==> src/rtl/frac_dto_pkg.sv <==
package frac_dto_pkg;
   localparam int DEF_NUM_INST = 4;
   localparam int DEF_RATE_W   = 20;
   localparam int DEF_PH_W     = 8;
   localparam int DEF_IDX_W    = 3;

   typedef enum logic {
      DIV_IDLE = 1'b0,
      DIV_RUN  = 1'b1
   } div_state_e;
endpackage

==> src/rtl/frac_dto_div.sv <==
module frac_dto_div
   import frac_dto_pkg::*;
#(
   parameter int NUM_W = 29,
   parameter int DEN_W = 20
) (
   input  logic             clk,
   input  logic             rst_n,
   input  logic             start_i,
   input  logic [NUM_W-1:0] num_i,
   input  logic [DEN_W-1:0] den_i,
   output logic             busy_o,
   output logic             done_o,
   output logic [NUM_W-1:0] quo_o
);
   localparam int CNT_W = $clog2(NUM_W + 1);

   div_state_e       st_q;
   logic [CNT_W-1:0] cnt_q;
   logic [NUM_W-1:0] sh_q;
   logic [DEN_W:0]   rem_q;
   logic [DEN_W-1:0] den_q;
   logic [DEN_W:0]   rem_sh;
   logic             fits;
   logic [DEN_W:0]   rem_nx;

   // restoring step: bring down the next dividend bit, subtract if it fits
   always_comb begin
      rem_sh = {rem_q[DEN_W-1:0], sh_q[NUM_W-1]};
      fits   = rem_sh >= {1'b0, den_q};
      rem_nx = fits ? (rem_sh - {1'b0, den_q}) : rem_sh;
   end

   always_ff @(posedge clk or negedge rst_n) begin
      if (!rst_n) begin
         st_q   <= DIV_IDLE;
         cnt_q  <= '0;
         sh_q   <= '0;
         rem_q  <= '0;
         den_q  <= '0;
         done_o <= 1'b0;
      end else begin
         done_o <= 1'b0;
         if (st_q == DIV_IDLE) begin
            if (start_i) begin
               st_q  <= DIV_RUN;
               cnt_q <= CNT_W'(NUM_W);
               sh_q  <= num_i;
               rem_q <= '0;
               den_q <= den_i;
            end
         end else begin
            sh_q  <= {sh_q[NUM_W-2:0], fits};
            rem_q <= rem_nx;
            cnt_q <= cnt_q - 1'b1;
            if (cnt_q == CNT_W'(1)) begin
               st_q   <= DIV_IDLE;
               done_o <= 1'b1;
            end
         end
      end
   end

   assign busy_o = (st_q == DIV_RUN);
   assign quo_o  = sh_q;

   assert_cnt_live_R10: assert property (@(posedge clk) disable iff (!rst_n)
      (st_q == DIV_RUN) |-> (cnt_q != '0));
   assert_done_idle_R10: assert property (@(posedge clk) disable iff (!rst_n)
      done_o |-> (st_q == DIV_IDLE));
endmodule

==> src/rtl/frac_dto_acc.sv <==
module frac_dto_acc #(
   parameter int PH_W = 8
) (
   input  logic            clk,
   input  logic            rst_n,
   input  logic            en_i,
   input  logic [PH_W-1:0] phase_i,
   output logic            pulse_o
);
   localparam int MOD = (1 << PH_W) - 1;

   logic [PH_W-1:0] acc_q;
   logic [PH_W:0]   sum;
   logic            wrap;

   always_comb begin
      sum  = {1'b0, acc_q} + {1'b0, phase_i};
      wrap = sum >= (PH_W+1)'(MOD);
   end

   always_ff @(posedge clk or negedge rst_n) begin
      if (!rst_n) begin
         acc_q   <= '0;
         pulse_o <= 1'b0;
      end else if (!en_i) begin
         acc_q   <= '0;
         pulse_o <= 1'b0;
      end else begin
         acc_q   <= wrap ? PH_W'(sum - (PH_W+1)'(MOD)) : sum[PH_W-1:0];
         pulse_o <= wrap;
      end
   end

   assert_acc_range_R8: assert property (@(posedge clk) disable iff (!rst_n)
      acc_q < PH_W'(MOD));
   assert_full_rate_R8: assert property (@(posedge clk) disable iff (!rst_n)
      (en_i && phase_i == PH_W'(MOD)) |=> pulse_o);
   assert_off_quiet_R9: assert property (@(posedge clk) disable iff (!rst_n)
      !en_i |=> (!pulse_o && acc_q == '0));
endmodule

==> src/rtl/frac_clken_dto.sv <==
module frac_clken_dto
   import frac_dto_pkg::*;
#(
   parameter int NUM_INST = DEF_NUM_INST,
   parameter int RATE_W   = DEF_RATE_W,
   parameter int PH_W     = DEF_PH_W,
   parameter int IDX_W    = DEF_IDX_W
) (
   input  logic                clk,
   input  logic                rst_n,
   input  logic                req_valid_i,
   input  logic [IDX_W-1:0]    req_idx_i,
   input  logic [RATE_W-1:0]   req_ref_khz_i,
   input  logic [RATE_W-1:0]   req_tgt_khz_i,
   output logic                req_ready_o,
   output logic                upd_done_o,
   output logic                upd_clamped_o,
   input  logic [IDX_W-1:0]    stat_idx_i,
   output logic [PH_W-1:0]     stat_phase_o,
   output logic [PH_W-1:0]     stat_modulo_o,
   output logic                stat_en_o,
   output logic [RATE_W-1:0]   stat_last_khz_o,
   output logic [NUM_INST-1:0] clk_en_o
);
   localparam int MOD   = (1 << PH_W) - 1;
   localparam int NUM_W = RATE_W + PH_W + 1;
   localparam int IX_W  = $clog2(NUM_INST);

   if (NUM_INST < 2) begin : g_bad_inst
      $error("NUM_INST must be at least 2");
   end
   if (IDX_W < IX_W) begin : g_bad_idx
      $error("IDX_W too narrow for NUM_INST");
   end
   if (PH_W < 2 || RATE_W < 1) begin : g_bad_w
      $error("PH_W and RATE_W out of range");
   end

   logic [PH_W-1:0]   ph_q   [NUM_INST];
   logic [PH_W-1:0]   md_q   [NUM_INST];
   logic [RATE_W-1:0] last_q [NUM_INST];
   logic [NUM_INST-1:0] en_q;
   logic              pend_q;
   logic [IX_W-1:0]   pend_idx_q;
   logic              idx_ok, zero_rate, accept, div_start;
   logic [NUM_W-1:0]  div_num, div_quo;
   logic              div_busy, div_done, over;
   logic [NUM_INST-1:0] wr_req, wr_done;

   // request decode
   assign idx_ok    = {1'b0, req_idx_i} < (IDX_W+1)'(NUM_INST);
   assign zero_rate = (req_ref_khz_i == '0) || (req_tgt_khz_i == '0);
   assign accept    = req_valid_i && !pend_q && idx_ok;
   assign div_start = accept && !zero_rate;
   assign div_num   = NUM_W'(req_tgt_khz_i) * NUM_W'(MOD)
                    + NUM_W'(req_ref_khz_i) - NUM_W'(1);
   assign over      = div_quo > NUM_W'(MOD);
   assign req_ready_o = !pend_q;

   frac_dto_div #(.NUM_W(NUM_W), .DEN_W(RATE_W)) u_div (
      .clk     (clk),
      .rst_n   (rst_n),
      .start_i (div_start),
      .num_i   (div_num),
      .den_i   (req_ref_khz_i),
      .busy_o  (div_busy),
      .done_o  (div_done),
      .quo_o   (div_quo)
   );

   // per-instance strobes and accumulators
   for (genvar g = 0; g < NUM_INST; g++) begin : g_inst
      assign wr_req[g]  = accept && (req_idx_i == IDX_W'(g));
      assign wr_done[g] = div_done && (pend_idx_q == IX_W'(g));

      frac_dto_acc #(.PH_W(PH_W)) u_acc (
         .clk     (clk),
         .rst_n   (rst_n),
         .en_i    (en_q[g]),
         .phase_i (ph_q[g]),
         .pulse_o (clk_en_o[g])
      );

      assert_zero_off_R4: assert property (@(posedge clk) disable iff (!rst_n)
         (wr_req[g] && zero_rate) |=> (!en_q[g] && $stable(ph_q[g]) && $stable(md_q[g])));
      assert_en_mod_R5: assert property (@(posedge clk) disable iff (!rst_n)
         wr_done[g] |=> (en_q[g] && md_q[g] == PH_W'(MOD)));
      assert_clamp_R3: assert property (@(posedge clk) disable iff (!rst_n)
         (wr_done[g] && over) |=> (ph_q[g] == PH_W'(MOD) && upd_clamped_o));
      assert_last_R7: assert property (@(posedge clk) disable iff (!rst_n)
         wr_req[g] |=> (last_q[g] == $past(req_tgt_khz_i)));
   end

   always_ff @(posedge clk or negedge rst_n) begin
      if (!rst_n) begin
         for (int i = 0; i < NUM_INST; i++) begin
            ph_q[i]   <= '0;
            md_q[i]   <= '0;
            last_q[i] <= '0;
         end
         en_q          <= '0;
         pend_q        <= 1'b0;
         pend_idx_q    <= '0;
         upd_done_o    <= 1'b0;
         upd_clamped_o <= 1'b0;
      end else begin
         upd_done_o    <= 1'b0;
         upd_clamped_o <= 1'b0;
         if (div_start) begin
            pend_q     <= 1'b1;
            pend_idx_q <= req_idx_i[IX_W-1:0];
         end
         if (div_done) begin
            pend_q        <= 1'b0;
            upd_done_o    <= 1'b1;
            upd_clamped_o <= over;
         end
         for (int i = 0; i < NUM_INST; i++) begin
            if (wr_req[i]) begin
               last_q[i] <= req_tgt_khz_i;
               if (zero_rate) en_q[i] <= 1'b0;
            end
            if (wr_done[i]) begin
               ph_q[i] <= over ? PH_W'(MOD) : div_quo[PH_W-1:0];
               md_q[i] <= PH_W'(MOD);
               en_q[i] <= 1'b1;
            end
         end
      end
   end

   // status readback
   always_comb begin
      stat_phase_o    = '0;
      stat_modulo_o   = '0;
      stat_en_o       = 1'b0;
      stat_last_khz_o = '0;
      for (int i = 0; i < NUM_INST; i++) begin
         if (stat_idx_i == IDX_W'(i)) begin
            stat_phase_o    = ph_q[i];
            stat_modulo_o   = md_q[i];
            stat_en_o       = en_q[i];
            stat_last_khz_o = last_q[i];
         end
      end
   end

   assert_start_idle_R10: assert property (@(posedge clk) disable iff (!rst_n)
      div_start |-> !div_busy);
   assert_range_R6: assert property (@(posedge clk) disable iff (!rst_n)
      (req_valid_i && !idx_ok && !div_done) |=> $stable(en_q));
endmodule

==> config.mk <==
export PLATFORM = sky130hd
export DESIGN_NAME = frac_clken_dto
export DESIGN_NICKNAME = d
export VERILOG_FILES = /design/src/rtl/frac_dto_pkg.sv /design/src/rtl/frac_dto_div.sv /design/src/rtl/frac_dto_acc.sv /design/src/rtl/frac_clken_dto.sv
export SDC_FILE = /design/constraint.sdc
export NUM_CORES = 1
export LEC_CHECK = 0
export BUFFER_PORTS_ARGS = -buffer_cell sky130_fd_sc_hd__buf_4
export CAP_MARGIN = 20
export CORE_ASPECT_RATIO = 0.75
export CORE_UTILIZATION = 40
export DETAILED_ROUTE_END_ITERATION = 7
export PLACE_DENSITY = 0.66
export SYNTH_ARGS = -nofsm -noshare
export SYNTH_HDL_FRONTEND = slang
export SYNTH_HIERARCHICAL = 1
export SYNTH_SLANG_ARGS = --single-unit
==> constraint.sdc <==
create_clock -name clk -period 8.3 [get_ports clk]
set_clock_uncertainty 0.1 [all_clocks]
set_input_delay 0.415 -clock clk [delete_from_list [all_inputs] [get_ports clk]]
set_output_delay 0.415 -clock clk [all_outputs]
set_load 0.01 [all_outputs]
# Word-level counts from Yosys, hierarchy flattened
# Index checks and enable logic that the tools add are counted.
[word_totals] in_bits=49 elab_cells=153 register_bits=237
[classes] n_mul=1 addsub=12 n_mux=54 n_bitwise=1 magnitude_cmp=7 reduce_logical=34 n_eq_ne=10
[ops] cell="two-way mux 20 bit" n=7
[ops] cell="two-way mux 8 bit" n=17
[ops] cell="two-way mux 29 bit" n=2
[ops] cell="logical NOT 20 bit" n=2
[ops] cell="adder 8 x 8 -> 9 bit" n=4
[ops] cell=">= comparator 9 x 8 -> 1 bit, second input constant" n=4
[ops] cell="subtractor 8 bit, second input constant" n=4
[ops] cell="adder 28 x 20 -> 29 bit" n=1
[ops] cell="greater-than comparator 29 x 8 -> 1 bit, second input constant" n=1
[ops] cell="subtractor 29 x 1 -> 29 bit, second input constant" n=1
[ops] cell="multiplier 20 x 8 -> 28 bit, second input constant" n=1
[ops] cell="two-way mux 1 bit" n=26
[ops] cell=">= comparator 21 x 20 -> 1 bit" n=1
[ops] cell="nonzero test 2 bit" n=10
[ops] cell="subtractor 20 bit" n=1
[ops] cell="== test 3 x 2 -> 1 bit, second input constant" n=4
[ops] cell="logical AND 1 bit" n=11
[ops] cell="two-way mux 5 bit" n=2
[ops] cell="AND reduction 2 bit" n=5
[ops] cell="== test 3 x 1 -> 1 bit, second input constant" n=2
[ops] cell="logical NOT 3 bit" n=2
[ops] cell="== test 5 x 1 -> 1 bit, second input constant" n=1
[ops] cell="subtractor 5 x 1 -> 5 bit, second input constant" n=1
[ops] cell="== test 2 bit, second input constant" n=2
[ops] cell="other kinds (6)" n=7

# Longest topological paths before layout
# Gate-level depths: netlist of run 1.
[logic_depth] depth_word=6 depth_mapped=21

# Hierarchy
# Netlist of run 1, hierarchy kept.
[by_module_without_submodules] module="frac_clken_dto" seq_area_each_um2=3128.0 area_per_inst_um2=10840.4 cells_each=1040 n_inst=1
[by_module_without_submodules] module="frac_dto_div" seq_area_each_um2=1901.8 area_per_inst_um2=4418.0 cells_each=471 n_inst=1
[by_module_without_submodules] module="frac_dto_acc" seq_area_each_um2=225.2 area_per_inst_um2=870.8 cells_each=101 n_inst=4

# Worst setup path after synthesis of run 1
# No wires, ideal clock.
[synth_path] path_kind="input port to flip-flop" startpoint="input port req_tgt_khz_i[4]" endpoint="register u_div.sh_q[28], in the netlist u_div/quo_o[28]" path_buffers=0 setup_slack_ps=3230 path_stages=18 t_arrival_ps=4887 cell_sequence="fa_1 -> inv_1 -> fa_1 -> inv_1 -> fa_1 -> fa_1 -> inv_1 -> fa_1 -> inv_1 -> ha_1 -> and3_1 -> a221oi_2 -> o211ai_1 -> a211oi_2 -> nor3_1 -> a211oi_1 -> mux2i_1 -> o21ai_0"
[synth_via] elab_chain_cells=5 word_cells_on_any_way=10 classes_between="2 x add/sub; 1 x mul; 2 x mux; 5 x reduce/logical"
[synth_lines] element="start, declared" line_no="frac_clken_dto.sv:14" rtl="input logic [RATE_W-1:0] req_tgt_khz_i,"
[synth_lines] element="multiplier 20 x 8 -> 28 bit" line_no="frac_clken_dto.sv:55" rtl="assign div_num = NUM_W'(req_tgt_khz_i) * NUM_W'(MOD)"
[synth_lines] element="adder 28 x 20 -> 29 bit" line_no="frac_clken_dto.sv:56" rtl="+ NUM_W'(req_ref_khz_i) - NUM_W'(1);"
[synth_lines] element="subtractor 29 x 1 -> 29 bit" line_no="frac_clken_dto.sv:56"
[synth_lines] element="net div_num[28]" line_no="frac_clken_dto.sv:46" rtl="logic [NUM_W-1:0] div_num, div_quo;"
[synth_lines] element="two-way mux 29 bit" line_no="frac_dto_div.sv:45" rtl="if (start_i) begin"
[synth_lines] element="two-way mux 29 bit" line_no="frac_dto_div.sv:44" rtl="if (st_q == DIV_IDLE) begin"
[synth_lines] element="end signal, assigned" line_no="frac_dto_div.sv:48" rtl="sh_q <= num_i;"
[synth_lines] element="end signal, assigned" line_no="frac_dto_div.sv:53" rtl="sh_q <= {sh_q[NUM_W-2:0], fits};"
[synth_lines] element="end, declared" line_no="frac_dto_div.sv:20" rtl="logic [NUM_W-1:0] sh_q;"
# The timed path passes the listed nets, and every way through them passes these cells. The select of a mux whose other input is x is not followed.
# A chain may end at the register's enable or synchronous reset.

# Final worst setup path of run 1
[layout_path] startpoint="input port req_tgt_khz_i[12]" endpoint="register u_div.sh_q[28], in the netlist u_div/quo_o[28]"
# The elaborated chain is that of the path after synthesis.

==> results of run 1 <==
==> power breakdown <==
part           internal [W]  switching (W)
clock              0.000906       0.000532
combinational       0.00241        0.00354
sequential          0.00147       0.000229
total               0.00478        0.00430
==> sequential cells by signal, summed over array words and instances, names as in the netlist, 2 cells and up <==
| name | flops |
|---|---|
| pend_idx_q | 2 |
| u_div/quo_o | 29 |
| en_q | 4 |
| g_inst.u_acc/pulse_o | 4 |
| g_inst.u_acc/acc_q | 32 |
| last_q | 80 |
| u_div/rem_q | 20 |
| md_q | 4 |
| u_div/cnt_q | 5 |
| ph_q | 32 |
| u_div/den_q | 20 |
==> logic make-up (layout without fill, tap and decap cells) <==
kind of cell               Yosys count  in the layout  synth area share [%]
AOI/OAI and AO/OA                  418            418                  14.4
muxes                              124            124                  8.97
buffers and inverters              327            407                  6.95
DFF                                237            237                  31.6
xor gates and xnor gates            64             64                  3.15
adders and majority gates          255            255                  21.6
and+or+nand+nor                    490            490                  13.3
==> repair_timing <==
action,4_1_cts,5_1_grt
endpoints found under the hold margin,100,0
hold buffers,3,0
setup endpoints to repair,0,0
gates resized for setup,0,0
==> synth_stat cells (6+ instances only) <==
library cell	n
or3_1	6
fa_1	114
a31oi_1	20
clkbuf_1	50
nand3b_1	6
o31ai_1	11
dfrtp_1	237
and2_1	10
a21oi_1	62
o21a_1	24
nor2b_1	43
mux4_2	30
a21o_1	17
nand2_1	211
nand2b_1	19
mux2i_1	48
a32oi_1	10
mux2_2	44
inv_1	252
o21bai_1	7
ha_1	141
xnor2_1	28
o21ai_0	157
nor3_1	17
a21boi_0	7
a211oi_1	13
nor3b_1	10
nor2_4	8
o21ai_2	17
or4b_1	9
nor4_1	14
nand3_1	29
nor2_1	62
buf_2	7
buf_4	7
o2111ai_1	17
nand4_1	15
o211ai_1	11
or4_1	6
xor2_1	32
and3_1	8
==> per-layer routing <==
metal	share of wire (%)	GRT usage [%]	vias to the layer above
met4	2.3	4.50	2
met2	47	32.2	276
met1	46	27.2	6989
met3	4.2	2.63	53
li1	-	-	6721
met5	0.028	0	-
==> worst min path at each step <==
stage / cells past startpoint / from / to
floorplan: 0 / rst_n / en_q[0]$_DFFE_PN0P_
detailed placement: 1 / md_q[8]$_DFFE_PN0P_ / md_q[8]$_DFFE_PN0P_
global route: 2 / req_tgt_khz_i[10] / last_q[70]$_DFFE_PN0P_
finish: 3 / req_ref_khz_i[12] / u_div/den_q[12]$_DFFE_PN0P_
global placement: 1 / md_q[8]$_DFFE_PN0P_ / md_q[8]$_DFFE_PN0P_
CTS: 3 / req_ref_khz_i[12] / u_div/den_q[12]$_DFFE_PN0P_
==> metrics by stage <==
stage          setup WS, ps  util, %  hold slack, ps  total power (W)
2_1_floorplan          3230        -            19.4          0.00628
3_3_place_gp           2650     43.3             345          0.00750
3_5_place_dp           2490     43.3             351          0.00759
4_1_cts                2660     45.6            1.87          0.00908
5_1_grt                2290     45.7            19.9          0.00988
6_report               2600     45.7            17.6          0.00908
==> worst max-delay path, stage by stage <==
cell           delay [ps]
dlygate4sd3_1         530
buf_4                 140
inv_1                 270
fa_1                  450
inv_1                 120
fa_1                  450
fa_1                  520
fa_1                  540
inv_1                  50
fa_1                  490
inv_1                  40
ha_1                  410
a21o_1                220
a31oi_1               310
o211ai_1              210
a211oi_2              300
nor3_1                 90
a211oi_1              250
mux2i_1               110
o21ai_0               160
==> layout make-up <==
cell class                      count  area [um2]
Tap cell                          630         788
Clock inverter                     16         330
Timing Repair Buffer              106         815
Multi-Input combinational cell   1351       11500
Inverter                          252         946
Fill cell                        4362       25000
Sequential cell                   237        5930
Clock buffer                       33         728
==> results_dict.tcl, run 1 <==
set metrics [dict create \
    status "finished clean" \
    post-dp-hpwl_um 34400 \
    hold_violations 0 \
    peakVddDrop_uv 438 \
    cp_max_fo 8 \
    netlist_area_um2 18700 \
    cts.htree.levels 1 \
    routed_wl_um 45700 \
    gp_congestion 0.886 \
    syn_nets 2219 \
    ys_seq_area_share_pct 31.6 \
    core_area_um2 46100 \
    clk_latency_ps 560 \
    gr-usage-all-layers_pct 19.5 \
    gr-total-overflow 0 \
    place_inst 2570 \
    timing.rr.start "u_div/den_q[1]$_DFFE_PN0P_" \
    cp-startpoint "req_tgt_khz_i[12]" \
    power_density_nw_per_um2 431 \
    cts-root-buf "clkbuf_16" \
    final_cell_mix "inv_1 (252), dfrtp_1 (236), nand2_1 (211), o21ai_0 (157), ha_1 (141)" \
    drtAntennaViolNets 0 \
    cts_tree "built" \
    die_w_um 252 \
    fin_area_um2 21100 \
    fin_nets 2279 \
    synth_seq_cells 237 \
    yosys.area.top_type_share_pct 31.6 \
    ff2ff_setup_slack_ps 4670 \
    io_buffers 92 \
    arrival_ps 6070 \
    dieArea_um2 47700 \
    drive_above_1_share_pct 14.1 \
    yosysWarnings 6 \
    setup_viol 0 \
    syn_area_per_cell_um2 9.79 \
    min-delay-path-class "in -> reg" \
    synth_area_leaders "dfrtp_1 (32%), fa_1 (12%), ha_1 (9.4%), inv_1 (5.0%), nand2_1 (4.2%)" \
    cts.clk_slew.worst_paths_ps 60 \
    grt_pass1_vias 14100 \
    final_cell_count_no_fill 2625 \
    numCtsBuffers 27 \
    fmax_ghz 0.176 \
    required_ps 8680 \
    post_cts_buffers 0 \
    synth_cell_type_count 74 \
    grt_first_pass_wirelength_um 75100 \
    final_common_cell "inv_1" \
    drt_first_pass_iters 7 \
    critical_path_class "in -> reg" \
    maxSlewHeadroom_pct 27.5 \
    rows 68 \
    worst_pin_slew_ps 1080 \
    report.final.slew_viol_count 0 \
    start_util_pct 40.6 \
    antenna_cells 0 \
    placed_cell_area_um2 20000 \
    drc_errors 0 \
    leakage_nw 9.95 \
    async_flop_share_pct 100 \
    rsz0062_at_grt "no" \
    tns_ps 0 \
    cp-endpoint "u_div/quo_o[28]$_DFFE_PN0P_" \
    grt_max_degree 99 \
    finalCritPeriodShare_pct 68.6 \
    die_h_um 189 \
    ios 93 \
    synth_ff_type "dfrtp_1" \
    routed_via_density 5.35 \
    syn-instance-count 1915 \
    clock_sink_count 237 \
    r2r-end "u_div/rem_q[15]$_DFFE_PN0P_" \
    end_kind "flip-flop" \
    wire_per_inst_um 17.4 \
    yosys.area.top_type "dfrtp_1" \
    drt_iter0_drc 1069 \
    grt_antenna_before_repair 1 \
    syn2layout_area_growth_pct 12.4 \
    worstRegToRegCells 10 \
    cts_buffer_depth 3 \
    synth_edf_count 0 \
    vias 14000 \
    cp-start-kind "primary input" \
    finalCriticalPeriod_ps 5700 \
    cap_violations 0 \
]
Note: power is estimated with default switching activity, not from simulation.
==> run 2, diff against run 1 <==
==> constraint.sdc (replaced) <==
create_clock -name clk -period 5.25 [get_ports clk]
set_clock_uncertainty 0.1 [all_clocks]
set_input_delay 0.2625 -clock clk [delete_from_list [all_inputs] [get_ports clk]]
set_output_delay 0.2625 -clock clk [all_outputs]
set_load 0.01 [all_outputs]
==> run 2 against run 1 <==
Final cell count up 4.0%. Non-clock buffer count is 104 higher. Sequential power is 61% higher. Count of clock-buffer cells in the layout is 3 higher. Largest cell class unchanged. Critical path type unchanged.
==> results_dict.tcl, run 2 (same netlist as run 1, synthesis figures left out) <==
set metrics [dict create \
    fillerInstances 4363 \
    cts-root-buf "clkbuf_16" \
    io_buffers 92 \
    cap_violations 0 \
    cts_buffer_depth 3 \
    cp_slowest_stage_delay_ps 540 \
    grt_antenna_before_repair 1 \
    cp_common_cell "fa_1" \
    syn2layout_area_growth_pct 17.1 \
    place_inst 2626 \
    gr-usage-all-layers_pct 19.5 \
    placed_cell_area_um2 20400 \
    finalCriticalPeriod_ps 5030 \
    setup_viol 0 \
    vias 14400 \
    drc_errors 0 \
    fin_area_um2 21900 \
    drtAntennaViolNets 0 \
    largest_register_ffs 80 \
    multi_input_area_um2 11700 \
    drive_above_1_share_pct 17.7 \
    routed_via_density 5.27 \
    final_common_cell "inv_1" \
    layout_setup_ws_ps 220 \
    wire_per_inst_um 16.8 \
    die_w_um 252 \
    clk_latency_ps 560 \
    clock_sink_count 237 \
    post-dp-hpwl_um 34500 \
    fmax_ghz 0.199 \
    drt_iter0_drc 1020 \
    numCtsBuffers 27 \
    place_ws_ps -132 \
    cp_slowest_cell "fa_1" \
    grt_max_degree 150 \
    maxSlewHeadroom_pct 29.3 \
    largestRegisters "last_q: 80 flops, g_inst.u_acc/acc_q: 32 flops, ph_q: 32 flops" \
    holdWs_ps 36.7 \
    critical_path_class "in -> reg" \
    path_buf_inv 7 \
    drt_first_pass_iters 5 \
    seqCellArea_um2 5930 \
    top_register "last_q" \
    cts_tree "built" \
    start_util_pct 40.6 \
    crit_chain "dlygate4sd3_1 -> buf_4 -> inv_4 -> ha_1 -> fa_1 -> inv_1 -> fa_1 -> fa_1 -> inv_1 -> fa_1 -> inv_1 -> ha_1 -> and3_4 -> a221oi_4 -> o211ai_1 -> a211oi_2 -> buf_4 -> nor2_1 -> xor2_1 -> mux2i_1 -> o21ai_1" \
    hold_violations 0 \
    worst_pin_slew_ps 1050 \
    routed_wl_um 45800 \
    finalCritPeriodShare_pct 95.8 \
    min-delay-path-class "in -> reg" \
    core_area_um2 46100 \
    fin_nets 2383 \
    arrival_ps 5330 \
    cp_max_fo 4 \
    required_ps 5550 \
    gr-total-overflow 0 \
    peakVddDrop_uv 665 \
    gp_congestion 0.879 \
    power.total_w 0.0155 \
    cts.clk_slew.worst_paths_ps 60 \
    rows 68 \
    final_cell_count_no_fill 2730 \
    ios 93 \
    final_cell_mix "inv_1 (245), dfrtp_1 (236), nand2_1 (211), buf_4 (159), o21ai_0 (152)" \
    die_h_um 189 \
    grt_pass1_vias 14600 \
    dieArea_um2 47700 \
    cts.htree.levels 1 \
    power_density_nw_per_um2 707 \
    antenna_cells 0 \
    cp_top_family "adder cells" \
    grt_first_pass_wirelength_um 75700 \
    leakage_nw 10.4 \
    cp-start-kind "primary input" \
    status "finished clean" \
    report.final.slew_viol_count 0 \
    end_kind "flip-flop" \
]
[run 2: cell count changes in the layout (fill, tap and decap cells not counted), sizes merged]
cell / change
clkbuf: +3
dlygate4sd3: +41
bufinv: -9
clkinv: +5
dlymetal6s4s: +1
inv: +1
clkinvlp: +1
buf: +62
[run 2: final timing paths]
kind | from | endpoint | slack, ps | cells past startpoint
worst max-delay path | req_tgt_khz_i[0] | u_div/quo_o[24]$_DFFE_PN0P_ | 220 | 21
worst min-delay path | req_tgt_khz_i[8] | last_q[28]$_DFFE_PN0P_ | 40 | 3
worst max register to register | ph_q[8]$_DFFE_PN0P_ | g_inst[2].u_acc/acc_q[5]$_DFF_PN0_ | 2200 | 8
worst min register to register | md_q[0]$_DFFE_PN0P_ | md_q[0]$_DFFE_PN0P_ | 370 | 1
max in group asynchronous | rst_n | last_q[15]$_DFFE_PN0P_ | 3520 | 3
min in group asynchronous | rst_n | g_inst[0].u_acc/acc_q[1]$_DFF_PN0_ | 220 | 2
[run 2: final cells by class]
| cell class | count | area share [%] |
|---|---|---|
| clock buffer | 36 | 3.51 |
| clock inverter | 14 | 0.445 |
| inverter | 252 | 4.34 |
| multi-input combinational | 1351 | 53.3 |
| sequential | 237 | 27.0 |
| tap | 630 | 3.59 |
| timing repair buffer | 210 | 7.83 |
[run 2: power by group]
part	internal (W)	total [W]	switching [W]
clock network	0.00104	0.00186	0.000823
logic	0.00498	0.0109	0.00595
registers	0.00232	0.00273	0.000414
total	0.00834	0.0155	0.00719
[run 2: worst min-delay path: cells and delay by family]
family                 cells  cell delay [ps]
muxes                      1              130
buffers and inverters      2              260
[run 2: layer usage]
layer  GRT usage, %  wire length [um]  vias up
li1               -                 -     6909
met1           27.1             21400     7165
met2           32.4             21600      255
met3           2.75              1760       65
met4           4.36              1060        2
met5              0                13        -
[run 2: what timing repair did]
action                                 CTS  global route
gates resized for setup                  0            43
setup endpoints to repair                0            13
hold buffers                            45             0
setup buffers                            0             7
endpoints found under the hold margin  152             0
[run 2: per-stage QoR]
step | TNS (ps) | utilization, %
final | 0 | 47.6
after global routing | -18.8 | 47.6
after CTS | 0 | 47.0
after detailed placement | -753 | 44.2
after global placement | -228 | 44.2
after floorplan | 0 | -
